**src/rtl/rsg_pkg.sv**
```systemverilog
package rsg_pkg;
  localparam int DEF_SPEC_W     = 8;
  localparam int DEF_NUM_GLOBAL = 64;
  localparam int DEF_NUM_LOCAL  = 128;
  localparam int DEF_BANK_SIZE  = 16;
  localparam int DEF_SP_W       = 32;
  localparam int DEF_SP_LSB     = 2;

  // operand slot numbering; also the bit order of the per-slot flag vectors
  typedef enum int {
    SLOT_SRC_A = 0,
    SLOT_SRC_B = 1,
    SLOT_DST   = 2
  } slot_e;

  localparam int NUM_SLOTS = 3;
endpackage

```
**src/rtl/rsg_slot_xlate.sv**
```systemverilog
module rsg_slot_xlate #(
  parameter int SPEC_W     = 8,
  parameter int NUM_GLOBAL = 64,
  parameter int NUM_LOCAL  = 128,
  parameter int IDX_W      = 8,
  parameter int LOC_W      = 7
) (
  input  logic [SPEC_W-1:0] spec,
  input  logic [SPEC_W-1:0] ptr,
  input  logic [LOC_W-1:0]  sp_field,
  output logic [IDX_W-1:0]  idx,
  output logic              illegal,
  output logic              indirect,
  output logic              local_sel
);
  // returns {illegal, index}
  function automatic logic [IDX_W:0] xlate(input logic [SPEC_W-1:0] s,
                                           input logic [LOC_W-1:0]  spf);
    logic [LOC_W-1:0] off;
    logic [IDX_W:0]   r;
    off = s[LOC_W-1:0] + spf;
    if (s[SPEC_W-1]) begin
      r = {1'b0, IDX_W'(NUM_GLOBAL) + IDX_W'(off)};
    end else if ((s == '0) || (s >= SPEC_W'(NUM_GLOBAL))) begin
      r = {1'b1, {IDX_W{1'b0}}};
    end else begin
      r = {1'b0, IDX_W'(s)};
    end
    return r;
  endfunction

  logic [SPEC_W-1:0] eff_spec;
  logic [IDX_W:0]    res;

  always_comb begin
    indirect  = (spec == '0);
    eff_spec  = indirect ? ptr : spec;
    local_sel = eff_spec[SPEC_W-1];
    res       = xlate(eff_spec, sp_field);
    illegal   = res[IDX_W];
    idx       = res[IDX_W-1:0];
  end
endmodule

```
**src/rtl/rsg_bank_guard.sv**
```systemverilog
module rsg_bank_guard #(
  parameter int IDX_W     = 8,
  parameter int NUM_BANKS = 12,
  parameter int BANK_SIZE = 16
) (
  input  logic [IDX_W-1:0]     idx,
  input  logic                 illegal,
  input  logic                 user_mode,
  input  logic [NUM_BANKS-1:0] prot_mask,
  output logic                 bank_hit,
  output logic                 trap
);
  localparam int BSH = $clog2(BANK_SIZE);

  always_comb begin
    bank_hit = 1'b0;
    for (int b = 0; b < NUM_BANKS; b++) begin
      if (int'(idx >> BSH) == b) bank_hit = prot_mask[b];
    end
    trap = user_mode && !illegal && bank_hit;
  end
endmodule

```
**src/rtl/rsg_regaddr_gen.sv**
```systemverilog
module rsg_regaddr_gen
  import rsg_pkg::*;
#(
  parameter int SPEC_W     = DEF_SPEC_W,
  parameter int NUM_GLOBAL = DEF_NUM_GLOBAL,
  parameter int NUM_LOCAL  = DEF_NUM_LOCAL,
  parameter int BANK_SIZE  = DEF_BANK_SIZE,
  parameter int SP_W       = DEF_SP_W,
  parameter int SP_LSB     = DEF_SP_LSB,
  localparam int NUM_REGS  = NUM_GLOBAL + NUM_LOCAL,
  localparam int IDX_W     = $clog2(NUM_REGS),
  localparam int NUM_BANKS = NUM_REGS / BANK_SIZE
) (
  input  logic                 clk,
  input  logic                 rst_n,
  input  logic                 op_valid,
  input  logic                 user_mode,
  input  logic [SPEC_W-1:0]    spec_a,
  input  logic [SPEC_W-1:0]    spec_b,
  input  logic [SPEC_W-1:0]    spec_c,
  input  logic [SPEC_W-1:0]    ptr_a,
  input  logic [SPEC_W-1:0]    ptr_b,
  input  logic [SPEC_W-1:0]    ptr_c,
  input  logic [SP_W-1:0]      stack_ptr,
  input  logic [NUM_BANKS-1:0] prot_mask,
  output logic                 out_valid,
  output logic [IDX_W-1:0]     idx_a,
  output logic [IDX_W-1:0]     idx_b,
  output logic [IDX_W-1:0]     idx_c,
  output logic [NUM_SLOTS-1:0] illegal,
  output logic [NUM_SLOTS-1:0] prot_trap
);
  localparam int LOC_W = $clog2(NUM_LOCAL);

  logic [LOC_W-1:0]  sp_field;
  logic              sp_unused;
  logic [SPEC_W-1:0] spec_arr [NUM_SLOTS];
  logic [SPEC_W-1:0] ptr_arr  [NUM_SLOTS];

  // combinational per-slot results, named for the checker
  logic [IDX_W-1:0]     slot_idx [NUM_SLOTS];
  logic [NUM_SLOTS-1:0] slot_illegal;
  logic [NUM_SLOTS-1:0] slot_indirect;
  logic [NUM_SLOTS-1:0] slot_local;
  logic [NUM_SLOTS-1:0] slot_bank_hit;
  logic [NUM_SLOTS-1:0] slot_trap;

  logic [IDX_W-1:0] idx_q [NUM_SLOTS];

  assign sp_field  = stack_ptr[SP_LSB+LOC_W-1:SP_LSB];
  assign sp_unused = ^{stack_ptr[SP_W-1:SP_LSB+LOC_W], stack_ptr[SP_LSB-1:0]};

  assign spec_arr[SLOT_SRC_A] = spec_a;
  assign spec_arr[SLOT_SRC_B] = spec_b;
  assign spec_arr[SLOT_DST]   = spec_c;
  assign ptr_arr[SLOT_SRC_A]  = ptr_a;
  assign ptr_arr[SLOT_SRC_B]  = ptr_b;
  assign ptr_arr[SLOT_DST]    = ptr_c;

  for (genvar s = 0; s < NUM_SLOTS; s++) begin : g_slot
    rsg_slot_xlate #(
      .SPEC_W    (SPEC_W),
      .NUM_GLOBAL(NUM_GLOBAL),
      .NUM_LOCAL (NUM_LOCAL),
      .IDX_W     (IDX_W),
      .LOC_W     (LOC_W)
    ) xlate_i (
      .spec     (spec_arr[s]),
      .ptr      (ptr_arr[s]),
      .sp_field (sp_field),
      .idx      (slot_idx[s]),
      .illegal  (slot_illegal[s]),
      .indirect (slot_indirect[s]),
      .local_sel(slot_local[s])
    );

    rsg_bank_guard #(
      .IDX_W    (IDX_W),
      .NUM_BANKS(NUM_BANKS),
      .BANK_SIZE(BANK_SIZE)
    ) guard_i (
      .idx      (slot_idx[s]),
      .illegal  (slot_illegal[s]),
      .user_mode(user_mode),
      .prot_mask(prot_mask),
      .bank_hit (slot_bank_hit[s]),
      .trap     (slot_trap[s])
    );

    always_ff @(posedge clk) begin
      if (!rst_n) begin
        idx_q[s] <= '0;
      end else if (op_valid) begin
        idx_q[s] <= slot_idx[s];
      end
    end
  end

  always_ff @(posedge clk) begin
    if (!rst_n) begin
      out_valid <= 1'b0;
      illegal   <= '0;
      prot_trap <= '0;
    end else begin
      out_valid <= op_valid;
      illegal   <= op_valid ? slot_illegal : '0;
      prot_trap <= op_valid ? slot_trap : '0;
    end
  end

  assign idx_a = idx_q[SLOT_SRC_A];
  assign idx_b = idx_q[SLOT_SRC_B];
  assign idx_c = idx_q[SLOT_DST];
endmodule

```
**config.mk**
```make
export PLATFORM = sky130hd
export DESIGN_NAME = rsg_regaddr_gen
export DESIGN_NICKNAME = d
export VERILOG_FILES = /design/src/rtl/rsg_pkg.sv /design/src/rtl/rsg_slot_xlate.sv /design/src/rtl/rsg_bank_guard.sv /design/src/rtl/rsg_regaddr_gen.sv
export SDC_FILE = /design/constraint.sdc
export NUM_CORES = 1
export LEC_CHECK = 0
export ABC_AREA = 1
export BUFFER_PORTS_ARGS = -buffer_cell sky130_fd_sc_hd__clkbuf_2
export CAP_MARGIN = 40
export CORE_ASPECT_RATIO = 1.4
export CORE_MARGIN = 4
export CORE_UTILIZATION = 45
export CTS_BUF_LIST = sky130_fd_sc_hd__clkbuf_8
export CTS_CLUSTER_DIAMETER = 40
export DETAILED_ROUTE_END_ITERATION = 6
export GPL_ROUTABILITY_DRIVEN = 0
export HOLD_SLACK_MARGIN = 0.15
export PLACE_DENSITY = 0.82
export SLEW_MARGIN = 20
export SYNTH_ARGS = -nofsm -noshare
export SYNTH_HDL_FRONTEND = slang
export SYNTH_HIERARCHICAL = 1
export SYNTH_SLANG_ARGS = --single-unit
```
**constraint.sdc**
```tcl
create_clock -name clk -period 2.6 [get_ports clk]
set_input_delay 0 -clock clk [delete_from_list [all_inputs] [get_ports clk]]
set_output_delay 0 -clock clk [all_outputs]
set_load 0.1 [all_outputs]
```
==> run_results.csv, run 1 <==
group,metric,value,unit
critical_path,crit_path_max_fanout,8,
global_route,grt_pass1_wl,13000,µm
global_route,grt_usage,0.186,
critical_path,critPathTopFamily,"simple AND/OR/NAND/NOR gates",
power_and_ir_drop,power-per-cell-area,452,nW/µm²
layout,diodes,0,
sta,setup_viol,0,
power_and_ir_drop,vdd_drop_max,0.275,mV
layout,multiInputGateArea,2080,µm²
worst_hold_path,hold_class,"primary input to flop",
worst_hold_path,hold_start,"rst_n",
synth,synth_nets,607,
layout,fin_util,0.576,
critical_path,worstSetupStartpointType,"primary input",
global_route,first_global_vias,3129,
sta,setup_tns,0,ns
critical_path,endpoint_kind,"flop",
worst_hold_path,hold_depth,3,
sta,finalHoldViolations,0,
global_route,grt_overflow,0,
power_and_ir_drop,p_clk_frac,0.202,
run,drv_cap,0,
global_route,antenna_found_initial,0,
layout,drive_above_1_share,0.329,
critical_path,worst-path-buf-inv,2,
place,dpl-instance-area,3920,µm²
synth,synth_warnings,6,
sta,drv_slew,0,
critical_path,path_cells,"clkbuf_2, nor2_1, nand2_1, nor2_4, nand2_1, nand2_1, ha_1, a21oi_1, o21ai_0, a21oi_1, nand3_1, a21oi_1, nor2_1, nand3_1, nand3_2, nor2_2, inv_1, nor2_4",
drt,num_vias,3330,
critical_path,cpPeakStageDelay,0.39,ns
critical_path,cp.arrival,2.50,ns
critical_path,crit_type,"primary input to flop",
floorplan,initial_core_util,0.466,
sta,fmax,439,MHz
drt,detail_route.wl_per_cell,11.6,µm
sta,max_slew_margin,0.636,
clock_network,tritoncts,"done",
drt,drc,0,
clock_network,cts_max_path_buffers,2,
drt,viasPerCell,4.80,
power_and_ir_drop,comb_power_share,0.479,
place,placement.io_buffers,101,
synth,syn_area_per_cell,6.73,µm²
sta,tightest_slew,0.548,ns
outcome,outcome,"finished clean",
sta,period_minus_slack,2.28,ns
power_and_ir_drop,swShare,0.456,
drt,drt_iter0_drc,185,
layout,regArea,861,µm²
floorplan,core-area,7030,µm²
sta,min_period_over_period,0.876,
power_and_ir_drop,netSwitchingPower,834,µW
floorplan,die_h,109,µm
drt,wirelength,8070,µm
clock_network,root_buffer,"clkbuf_8",
floorplan,die_x,80.1,µm
sta,rsz0062_at_grt,"no",
clock_network,cts_buffers,5,
floorplan,rows,36,
drt,drtPass1Iterations,4,
power_and_ir_drop,p_int,996,µW
layout,synthToLayoutAreaGrowth,23.6,%
clock_network,clkTransAtPathRegs,0.07,ns
drt,antenna_left,0,
synth,netlist_area,3280,µm²
layout,fin_nets,718,
floorplan,die_area,8730,µm²
synth,synth_cells,487,
worst_hold_path,whs_endpoint,"idx_q[1][2]$_SDFFCE_PN0P_",
layout,fillers,691,
critical_path,worstPathRequired,2.82,ns
critical_path,worst_path_max_delay_cell,"a21oi_1",
layout,final_cell_area,4050,µm²
place,hpwl,6930,µm
power_and_ir_drop,seq_power_share,0.319,
clock_network,cts.sinks,31,
floorplan,pin_count,127,
power_and_ir_drop,p_leak,0.00222,µW
clock_network,htreeDepth,2,
global_route,grt_start_max_net_pins,25,
power by group through the flow:
stage          combinational [µW]  clock, µW  sequential, µW
2_1_floorplan                 398          0             869
3_3_place_gp                  838          0             595
3_5_place_dp                  868          0             596
4_1_cts                       875        379             585
5_1_grt                       961        402             586
6_report                      877        369             584
timing repair:
item	CTS	global route
hold buffers	3	0
resized for setup	0	2
setup endpoints to repair	0	2
hold endpoints to repair	4	0
setup buffers	0	0
how the worst max path moves through the flow:
stage	start	to	slack, ns	depth (start not counted)
after floorplan	spec_c[4]	prot_trap[2]$_SDFF_PN0_	0.49	20
after global placement	spec_a[4]	prot_trap[0]$_SDFF_PN0_	0.13	22
after detailed placement	spec_a[4]	prot_trap[0]$_SDFF_PN0_	0.02	20
after CTS	spec_a[4]	prot_trap[0]$_SDFF_PN0_	0.31	20
after global routing	spec_a[7]	prot_trap[0]$_SDFF_PN0_	0.02	22
final	spec_a[4]	prot_trap[0]$_SDFF_PN0_	0.32	18
routing by layer:
layer	vias up	GRT usage	share of wire
met5	-	0	0
met4	0	0.0954	0.032
met3	21	0.0223	0.042
met2	91	0.352	0.55
met1	1477	0.197	0.38
li1	1741	-	-
registers in the layout, indices dropped and copies added (netlist names):
| register | flops |
|---|---|
| illegal | 3 |
| prot_trap | 3 |
| idx_q | 24 |
| out_valid | 1 |
final cells by class:
type | count | area share
Clock buffer | 5 | 0.0170
Timing Repair Buffer | 107 | 0.146
Tap cell | 95 | 0.0294
Sequential cell | 31 | 0.213
Clock inverter | 3 | 0.00494
Inverter | 83 | 0.0776
Multi-Input combinational cell | 370 | 0.513
cell usage in the layout, fill, tap and decap left out, types with 2 or more instances in the layout:
cell / n
a21o_1: 2
a21oi_1: 22
a21oi_2: 2
a31oi_1: 3
clkbuf_2: 101
clkbuf_8: 5
clkinvlp_4: 2
dfxtp_1: 7
dlygate4sd3_1: 3
edfxtp_1: 24
fa_1: 3
ha_1: 21
inv_1: 75
inv_2: 7
nand2_1: 164
nand2_2: 13
nand2_4: 4
nand3_1: 34
nand3_2: 9
nor2_1: 30
nor2_2: 35
nor2_4: 7
nor2_8: 2
o21ai_0: 8
o21ai_2: 2
o31ai_1: 2
worst min-delay path, cell delays in order:
cell and delay, ns:
clkbuf_2 0.09, nand2_2 0.17, nor2_4 0.12
per-stage QoR:
stage               std cells  hold slack (ns)  setup WS, ns  total power, µW
detailed placement        683            0.369        0.0172             1460
global placement          681            0.367         0.134             1430
finish                    694            0.205         0.321             1830
global route              694            0.213        0.0206             1950
CTS                       694            0.190         0.308             1840
floorplan                 487            0.222         0.487             1270
No activity file was read; power rests on OpenSTA's default activity.
==> run 2, diff against run 1 <==
--- a/config.mk
+++ b/config.mk
@@ -8,7 +8,7 @@
 export ABC_AREA = 1
 export BUFFER_PORTS_ARGS = -buffer_cell sky130_fd_sc_hd__clkbuf_2
 export CAP_MARGIN = 40
-export CORE_ASPECT_RATIO = 1.4
+export CORE_ASPECT_RATIO = 1.1
 export CORE_MARGIN = 4
 export CORE_UTILIZATION = 45
 export CTS_BUF_LIST = sky130_fd_sc_hd__clkbuf_8
@@ -16,7 +16,7 @@
 export DETAILED_ROUTE_END_ITERATION = 6
 export GPL_ROUTABILITY_DRIVEN = 0
 export HOLD_SLACK_MARGIN = 0.15
-export PLACE_DENSITY = 0.82
+export PLACE_DENSITY = 0.85
 export SLEW_MARGIN = 20
 export SYNTH_ARGS = -nofsm -noshare
 export SYNTH_HDL_FRONTEND = slang
==> run 2 against run 1 <==
Effect of this change: clock power down 7.0%; first-iteration DRC count down 20%; critical path type unchanged; sequential cell count unchanged; sequential share of layout area up 0.13 points; critical endpoint unchanged; wire length rose by 0.33%; die area fell by 0.20%; design area decreased by 0.59%; critical path depth is the same; worst hold slack improved by 0.027 ns; count of clock-buffer cells in the layout stayed put; worst setup slack got worse by 0.098 ns.
==> run_results.csv, run 2 (synthesis results as in run 1) <==
group,metric,value,unit
clock_network,htreeDepth,2,
global_route,grt_start_max_net_pins,19,
critical_path,crit_top_cell,"a21oi_1",
power_and_ir_drop,power-per-cell-area,450,nW/µm²
critical_path,worst-path-buf-inv,2,
sta,rsz0062_at_grt,"no",
critical_path,crit_path_max_fanout,8,
sta,setup_viol,0,
sta,max_slew_margin,0.633,
clock_network,tritoncts,"done",
critical_path,critPathTopFamily,"simple AND/OR/NAND/NOR gates",
drt,drtPass1Iterations,5,
sta,tightest_slew,0.552,ns
clock_network,cts_max_path_buffers,2,
layout,top_regs,"idx_q (24), illegal (3), prot_trap (3)",
layout,final_cell_area,4030,µm²
sta,setup_tns,0,ns
drt,detail_route.wl_per_cell,11.8,µm
layout,largest_register_ffs,24,
drt,drt_iter0_drc,148,
place,dpl-instance-area,3930,µm²
clock_network,cts_buffers,5,
worst_hold_path,hold_class,"primary input to flop",
floorplan,rows,32,
place,dpl.cell_count,676,
power_and_ir_drop,p_leak,0.00223,µW
layout,diodes,0,
sta,finalHoldViolations,0,
critical_path,cp.arrival,2.58,ns
layout,final_cell_mix,"163 x nand2_1, 101 x clkbuf_2, 76 x inv_1, 35 x nor2_2, 34 x nand3_1",
critical_path,endpoint_kind,"flop",
layout,largest-register,"idx_q",
outcome,outcome,"finished clean",
sta,period_minus_slack,2.38,ns
global_route,grt_usage,0.188,
place,hpwl,6870,µm
drt,viasPerCell,4.97,
global_route,grt_pass1_wl,13500,µm
drt,wirelength,8100,µm
floorplan,initial_core_util,0.465,
layout,synthToLayoutAreaGrowth,22.8,%
clock_network,root_buffer,"clkbuf_8",
sta,fmax,421,MHz
worst_hold_path,hold_start,"spec_c[7]",
drt,drc,0,
critical_path,worst_path_max_delay_cell,"a21oi_1",
worst_hold_path,hold_depth,6,
floorplan,die_x,89.4,µm
floorplan,core-area,7050,µm²
floorplan,die_h,97.5,µm
global_route,first_global_vias,3165,
layout,fin_nets,719,
critical_path,path_cells,"clkbuf_2, nor2_2, nand2_2, nor2_4, nand2_1, nand2_1, ha_1, a21oi_1, o21ai_0, a21oi_1, nand3_1, a21oi_1, nor2_1, nand3_1, nand3_2, nor2_2, inv_1, nor2_4",
layout,mostFrequentLayoutCell,"nand2_1",
global_route,grt_overflow,0,
critical_path,cpPeakStageDelay,0.41,ns
global_route,antenna_found_initial,0,
sta,hold_slack,0.232,ns
critical_path,worstPathRequired,2.80,ns
clock_network,cts_setup_buffers,0,
clock_network,clkTransAtPathRegs,0.06,ns
floorplan,die_area,8710,µm²
power_and_ir_drop,vdd_drop_max,0.467,mV
layout,drive_above_1_share,0.330,
drt,antenna_left,0,
layout,instances_no_fill,685,
run,drv_cap,0,
place,placement.io_buffers,101,
layout,regArea,861,µm²
worst_hold_path,whs_endpoint,"illegal[2]$_SDFF_PN0_",
layout,multiInputGateArea,2070,µm²
sta,min_period_over_period,0.914,
critical_path,worstSetupStartpointType,"primary input",
layout,fillers,677,
sta,drv_slew,0,
drt,num_vias,3406,
clock_network,cts.sinks,31,
critical_path,crit_type,"primary input to flop",
floorplan,pin_count,127,
## run 2: changes by cell type in the layout (fill, tap and decap cells not counted)
cell	previous run	this run
buf_12	1	0
buf_4	1	4
buf_8	0	1
clkinv_1	0	1
clkinvlp_4	2	0
dlygate4sd3_1	3	1
inv_1	75	76
nand2_1	164	163
nand2_2	13	14
o21ai_1	0	1
o21ai_2	2	1
## run 2: worst max-delay path by stage
stage | end | slack, ns | startpoint | cells past startpoint
floorplan | prot_trap[2]$_SDFF_PN0_ | 0.49 | spec_c[4] | 20
global placement | prot_trap[1]$_SDFF_PN0_ | 0.12 | spec_b[7] | 20
finish | prot_trap[0]$_SDFF_PN0_ | 0.22 | spec_a[7] | 18
detailed placement | prot_trap[0]$_SDFF_PN0_ | 0.03 | spec_a[7] | 20
global route | prot_trap[1]$_SDFF_PN0_ | 0.02 | spec_b[7] | 20
CTS | prot_trap[0]$_SDFF_PN0_ | 0.30 | spec_a[7] | 20
## run 2: timing repair
action	4_1_cts	5_1_grt
hold endpoints to repair	3	0
endpoints found under the setup margin	0	2
hold buffers	1	0
resized for setup	0	2
## run 2: routing by layer
layer / track usage / vias up / routed length (µm)
met5: 0 / - / 0
li1: - / 1750 / -
met1: 0.222 / 1524 / 3200
met2: 0.339 / 118 / 4140
met3: 0.0271 / 14 / 599
met4: 0.0619 / 0 / 157
## run 2: cell type report
cell class,instances,share of cell area
clock buffers,5,0.0171
clock inverters,3,0.00311
inverters,83,0.0780
multi-input cells,370,0.515
flip-flops and latches,31,0.214
well taps,85,0.0264
repair buffers,108,0.146
## run 2: tightest hold or removal path, stage by stage
cell and delay (ns):
clkbuf_2 0.12, a21oi_4 0.06, inv_4 0.10, a21oi_1 0.08
inv_1 0.07, nor2_2 0.04
## run 2: power by group
group	total [µW]	switching, µW	internal, µW
combinational	884	646	239
sequential	584	9.55	574
clock	343	164	179
total	1810	819	992
## run 2: through the flow
stage               setup slack (ns)   util  total power, µW
floorplan                      0.487      -             1270
global placement               0.125  0.551             1440
detailed placement            0.0287  0.557             1470
CTS                            0.298  0.570             1810
global route                  0.0229  0.571             1930
finish                         0.223  0.571             1810
